===== src/rtl/svpwm_pkg.sv =====
package svpwm_pkg;

  localparam int unsigned CAR_W   = 9;
  localparam int unsigned CAR_LO  = 224;
  localparam int unsigned CAR_HI  = 352;
  localparam int unsigned SAMPLES = 32;

  typedef enum logic [1:0] {
    ROLE_OFF   = 2'd0,
    ROLE_CLAMP = 2'd1,
    ROLE_CMP_A = 2'd2,
    ROLE_CMP_B = 2'd3
  } leg_role_e;

  // Role of leg (0=a, 1=b, 2=c) in a sector; the pattern repeats every
  // three sectors, only the clamp level and compare sense alternate.
  function automatic leg_role_e role_of(input logic [2:0] sec, input int leg);
    leg_role_e ra, rb, rc;
    case (sec)
      3'd1, 3'd4: begin ra = ROLE_CLAMP; rb = ROLE_CMP_A; rc = ROLE_CMP_B; end
      3'd2, 3'd5: begin ra = ROLE_CMP_A; rb = ROLE_CMP_B; rc = ROLE_CLAMP; end
      3'd3, 3'd6: begin ra = ROLE_CMP_B; rb = ROLE_CLAMP; rc = ROLE_CMP_A; end
      default:    begin ra = ROLE_OFF;   rb = ROLE_OFF;   rc = ROLE_OFF;   end
    endcase
    case (leg)
      0:       return ra;
      1:       return rb;
      default: return rc;
    endcase
  endfunction

endpackage


===== src/rtl/svpwm_carrier.sv =====
module svpwm_carrier #(
  parameter int unsigned CW      = 9,
  parameter int unsigned LO      = 224,
  parameter int unsigned HI      = 352,
  parameter int unsigned SAMPLES = 32
) (
  input  logic          clk,
  input  logic          rst,
  input  logic          step_en,
  output logic [CW-1:0] car,
  output logic          wrap,
  output logic          strobe
);
  localparam int unsigned HALF = SAMPLES / 2;
  localparam int unsigned STEP = (HI - LO) / HALF;
  localparam logic [CW-1:0] LO_V   = CW'(LO);
  localparam logic [CW-1:0] HI_V   = CW'(HI);
  localparam logic [CW-1:0] STEP_V = CW'(STEP);

  logic rising;

  // Edge that brings the carrier back to its bottom value.
  assign wrap = step_en && !rising && (car == LO_V + STEP_V);

  always_ff @(posedge clk) begin
    if (rst) begin
      car    <= LO_V;
      rising <= 1'b1;
      strobe <= 1'b0;
    end else begin
      strobe <= wrap;
      if (step_en) begin
        if (rising) begin
          car <= car + STEP_V;
          if (car + STEP_V == HI_V) rising <= 1'b0;
        end else begin
          car <= car - STEP_V;
          if (car - STEP_V == LO_V) rising <= 1'b1;
        end
      end
    end
  end

  AST_CARRIER_RANGE: assert property (@(posedge clk) disable iff (rst)
    (car >= LO_V) && (car <= HI_V));
  AST_CARRIER_HOLD: assert property (@(posedge clk) disable iff (rst)
    !step_en |=> $stable(car));
  AST_STROBE_BOTTOM: assert property (@(posedge clk) disable iff (rst)
    strobe |-> (car == LO_V));
  AST_STROBE_SINGLE: assert property (@(posedge clk) disable iff (rst)
    strobe |=> !strobe);

endmodule


===== src/rtl/svpwm_thr_hold.sv =====
module svpwm_thr_hold #(
  parameter int unsigned CW = 9
) (
  input  logic          clk,
  input  logic          rst,
  input  logic          cap,
  input  logic [CW-1:0] a_in,
  input  logic [CW-1:0] b_in,
  output logic [CW-1:0] a_q,
  output logic [CW-1:0] b_q
);
  always_ff @(posedge clk) begin
    if (rst) begin
      a_q <= '0;
      b_q <= '0;
    end else if (cap) begin
      a_q <= a_in;
      b_q <= b_in;
    end
  end

  AST_THR_FROZEN: assert property (@(posedge clk) disable iff (rst)
    !cap |=> ($stable(a_q) && $stable(b_q)));

endmodule


===== src/rtl/svpwm_leg_map.sv =====
module svpwm_leg_map
  import svpwm_pkg::*;
#(
  parameter int unsigned CW = 9
) (
  input  logic          clk,
  input  logic          rst,
  input  logic [2:0]    sector,
  input  logic [CW-1:0] car,
  input  logic [CW-1:0] thr_a,
  input  logic [CW-1:0] thr_b,
  output logic [2:0]    legs   // [0]=a, [1]=b, [2]=c
);
  logic odd_sec;
  logic valid_sec;
  logic [2:0] legs_nxt;

  assign odd_sec   = sector[0];
  assign valid_sec = (sector != 3'd0) && (sector != 3'd7);

  for (genvar g = 0; g < 3; g++) begin : g_leg
    leg_role_e role;
    assign role = role_of(sector, g);
    always_comb begin
      case (role)
        ROLE_CLAMP: legs_nxt[g] = odd_sec;
        ROLE_CMP_A: legs_nxt[g] = odd_sec ? (car > thr_a) : (car < thr_a);
        ROLE_CMP_B: legs_nxt[g] = odd_sec ? (car > thr_b) : (car < thr_b);
        default:    legs_nxt[g] = 1'b0;
      endcase
    end
  end

  always_ff @(posedge clk) begin
    if (rst) legs <= '0;
    else     legs <= legs_nxt;
  end

  AST_ODD_CLAMP_HIGH: assert property (@(posedge clk) disable iff (rst)
    (valid_sec && odd_sec) |=> ($countones(legs) >= 1));
  AST_EVEN_CLAMP_LOW: assert property (@(posedge clk) disable iff (rst)
    (valid_sec && !odd_sec) |=> ($countones(legs) <= 2));
  AST_BAD_SECTOR_LOW: assert property (@(posedge clk) disable iff (rst)
    !valid_sec |=> (legs == 3'b000));
  AST_SEC1_LEG_A: assert property (@(posedge clk) disable iff (rst)
    (sector == 3'd1) |=> legs[0]);

endmodule


===== src/rtl/svpwm_dsm.sv =====
module svpwm_dsm
  import svpwm_pkg::*;
#(
  parameter int unsigned CW      = CAR_W,
  parameter int unsigned LO      = CAR_LO,
  parameter int unsigned HI      = CAR_HI,
  parameter int unsigned SAMPLES = svpwm_pkg::SAMPLES
) (
  input  logic          clk,
  input  logic          rst,
  input  logic          step_en,
  input  logic [2:0]    sector,
  input  logic [CW-1:0] thr_a_in,
  input  logic [CW-1:0] thr_b_in,
  output logic          leg_a,
  output logic          leg_b,
  output logic          leg_c,
  output logic          period_start
);
  logic [CW-1:0] car;
  logic          wrap;
  logic [CW-1:0] thr_a_q, thr_b_q;
  logic [2:0]    legs;

  svpwm_carrier #(.CW(CW), .LO(LO), .HI(HI), .SAMPLES(SAMPLES)) u_car (
    .clk(clk), .rst(rst), .step_en(step_en),
    .car(car), .wrap(wrap), .strobe(period_start)
  );

  svpwm_thr_hold #(.CW(CW)) u_thr (
    .clk(clk), .rst(rst), .cap(wrap),
    .a_in(thr_a_in), .b_in(thr_b_in),
    .a_q(thr_a_q), .b_q(thr_b_q)
  );

  svpwm_leg_map #(.CW(CW)) u_map (
    .clk(clk), .rst(rst), .sector(sector), .car(car),
    .thr_a(thr_a_q), .thr_b(thr_b_q), .legs(legs)
  );

  assign leg_a = legs[0];
  assign leg_b = legs[1];
  assign leg_c = legs[2];

  AST_CAPTURE_AT_STROBE: assert property (@(posedge clk) disable iff (rst)
    !$stable(thr_a_q) |-> period_start);

endmodule


===== config.mk =====
export PLATFORM = sky130hd
export DESIGN_NAME = svpwm_dsm
export DESIGN_NICKNAME = d
export VERILOG_FILES = /design/src/rtl/svpwm_pkg.sv /design/src/rtl/svpwm_carrier.sv /design/src/rtl/svpwm_thr_hold.sv /design/src/rtl/svpwm_leg_map.sv /design/src/rtl/svpwm_dsm.sv
export SDC_FILE = /design/constraint.sdc
export NUM_CORES = 1
export LEC_CHECK = 0
export CORE_UTILIZATION = 40
export DETAILED_ROUTE_END_ITERATION = 16
export SETUP_SLACK_MARGIN = 0.2
export SYNTH_ARGS = -nofsm -noshare
export SYNTH_HDL_FRONTEND = slang
export SYNTH_SLANG_ARGS = --single-unit

===== constraint.sdc =====
create_clock -name clk -period 2 [get_ports clk]
set_clock_uncertainty 0.15 [all_clocks]
set_input_delay 0.2 -clock clk [delete_from_list [all_inputs] [get_ports clk]]
set_output_delay 0.2 -clock clk [all_outputs]
set_load 0.1 [all_outputs]

==> flow_metrics.py <==
metrics = {
    "critical_path": {
        "worstPathArrival_ns": 1.90,
        "crit_required_ns": 1.99,
        "end_kind": "flop",
        "crit_path_max_fanout": 3,
        "crit_path_start_kind": "flop",
        "ff2ff_path_depth": 9,
        "criticalPathCategory": "flop to flop",
    },
    "outcome": {
        "run_status": "finished, final reports clean",
    },
    "sta": {
        "fmax_mhz": 524.6,
        "drv_slew": 0,
        "hold_viol": 0,
        "min_period_over_period_pct": 95.31,
        "slew_headroom_pct": 74.59,
        "layout_setup_ws_ns": 0.09378,
        "finalSetupViolCount": 0,
        "worst_pin_slew_ns": 0.3807,
        "rsz0062_at_grt": "yes",
        "fin_crit_ns": 1.906,
    },
    "place": {
        "dpl_worst_slack_ns": 0.002801,
        "dp_hpwl_um": 2770,
        "placed_area_um2": 2135,
        "port_buffers": 27,
        "place_congestion": 0.8062,
        "dp_cells": 306,
    },
    "synth": {
        "ys_top_cells_by_area": "dfxtp_1, ha_1, nand2_1",
        "synth-edff-count": 0,
        "netlist.top_cell.by_area": "dfxtp_1",
        "synth_area_um2": 1757,
        "synth_area_per_cell_um2": 7.807,
        "synthCells": 225,
        "synth_commonest_cells": "nand2_1, a21oi_1, dfxtp_1, ha_1, inv_1",
        "synth.most_common_cell": "nand2_1",
        "yosysWarnings": 0,
        "syn_nets": 265,
        "synth_top_area_share_pct": 33.05,
        "ys_ff_latch": 29,
        "ys_seq_area_share_pct": 33.05,
        "synthArstFlopShare_pct": 0,
        "synthDistinctLibCells": 46,
        "synth_ff_type": "dfxtp_1",
    },
    "route": {
        "first_pass_iters": 4,
        "viasPerCell": 5.365,
        "detail_route.wl_per_cell_um": 15.20,
        "vias": 1733,
        "final_antenna_net_count": 0,
        "initialDrtViolationCount": 58,
        "drc": 0,
        "drt-total-wl_um": 4910,
    },
    "pwr": {
        "vdd_drop_max_mv": 0.3743,
        "p_per_area_nw_per_um2": 559.3,
        "power_leakage_nw": 0.9808,
        "p_total_mw": 1.491,
    },
    "final_layout": {
        "layout.nets": 313,
        "drive_gt1_share_pct": 37.36,
        "num_antenna_cells": 0,
        "finalInstanceArea_um2": 2665,
        "syn_to_final_growth_pct": 51.71,
        "fin_cells": 323,
    },
    "die": {
        "die_area_um2": 4661,
        "ioPinCount": 28,
        "row_count": 23,
        "die_w_um": 68.27,
        "start_util_pct": 42.69,
        "core_um2": 4115,
        "die_h_um": 68.27,
    },
    "hold_path": {
        "min_path_type": "input pin to flop",
        "holdPathStages": 3,
    },
    "grt": {
        "grtUsageTotal_pct": 20.14,
        "first_global_vias": 1508,
        "grt_pass1_wl_um": 6858,
        "grt_start_max_net_pins": 30,
        "gr-total-overflow": 0,
        "antenna_found_initial": 0,
    },
    "clock_tree": {
        "clock-sinks": 29,
        "clockBufferDepth": 2,
        "cts_tree": "built",
        "numCtsBuffers": 5,
        "clkTransAtPathRegs_ns": 0.06,
        "cts-root-buf": "clkbuf_8",
        "cts_htree_levels": 2,
        "clock_latency_ns": 0.28,
    },
    "flow_run": {
        "drv_cap": 0,
    },
}
==> sequential cells by signal (all words and copies together), names as in the netlist <==
name          count
u_thr.a_q         9
u_thr.b_q         9
u_car.car         6
u_map.legs        3
u_car.rising      1
u_car.strobe      1
==> final cells by class <==
type / instances / area [um2]
inverter: 16 / 62.56
timing repair buffer: 52 / 530.5
tap: 50 / 62.56
sequential: 29 / 598.1
fill: 332 / 1450
clock inverter: 2 / 35.03
multi-input combinational: 169 / 1308
clock buffer: 5 / 68.82
==> final timing paths <==
| path | from | to | slack [ns] |
|---|---|---|---|
| worst max-delay path | u_thr.b_q[6] | u_map.legs[0] | 0.09 |
| worst min-delay path | thr_b_in[5] | u_thr.b_q[5] | 0.30 |
| worst max register to register | u_thr.b_q[6] | u_map.legs[0] | 0.09 |
| worst min register to register | u_thr.b_q[1] | u_thr.b_q[1] | 0.31 |
==> power by group <==
group	internal [mW]	leakage, nW	switching (mW)
sequential	0.588	0.237	0.00897
clock	0.362	0.0540	0.227
combinational	0.146	0.689	0.159
total	1.09	0.981	0.396
==> metal layers <==
layer | up-vias | wire (um) | global-route usage, % | part of all wire, %
li1 | 866 | - | - | -
met1 | 822 | 2188 | 24.60 | 45
met2 | 37 | 2456 | 34.19 | 50
met3 | 8 | 162 | 4.167 | 3.3
met4 | 0 | 102 | 7.813 | 2.1
met5 | - | 0 | 0 | 0
==> cells in the final DEF, fill, tap and decap left out, drive strengths merged, types with 2 or more instances in the layout <==
| cell type | count |
|---|---|
| nor2 | 12 |
| a21oi | 29 |
| nand3b | 2 |
| nand3 | 2 |
| nand2 | 47 |
| nor3 | 4 |
| o21ai | 10 |
| inv | 16 |
| buf | 27 |
| dfxtp | 29 |
| nand4 | 4 |
| nor4 | 2 |
| or3 | 3 |
| xor2 | 6 |
| nand2b | 4 |
| nor2b | 3 |
| ha | 16 |
| or4 | 2 |
| xnor2 | 2 |
| clkbuf | 7 |
| clkdlybuf4s50 | 23 |
| o221ai | 2 |
==> kinds of logic after synthesis <==
family	Yosys count	share of synthesized area (%)
mux	2	1.211
fa+ha+maj	16	11.40
compound gates	52	17.24
simple gates	91	25.57
buf+inv	27	7.550
xor+xnor	8	3.989
flops	29	33.05
==> repair_timing <==
item / CTS / global route
resized for setup: 35 / 43
pin swaps: 10 / 22
endpoints found under the setup margin: 22 / 23
hold buffers: 0 / 0
gates cloned: 0 / 3
buffers inserted: 1 / 6
==> critical path, cell delays in order, from the launching register on <==
cell	delay (ns)
dfxtp_2	0.35
inv_2	0.05
ha_4	0.28
nand4_1	0.16
buf_4	0.19
nor3_4	0.13
buf_6	0.13
nor2b_1	0.05
o21ai_1	0.15
a41oi_2	0.14
==> metrics by stage <==
stage	util (%)	TNS, ns	hold slack [ns]
floorplan	-	0	0.1618
global placement	51.87	0	0.2888
detailed placement	51.87	0	0.2935
CTS	58.19	0	0.3027
global route	64.76	-0.02097	0.3273
finish	64.76	0	0.3045
Note: power is estimated with default switching activity, not from simulation.
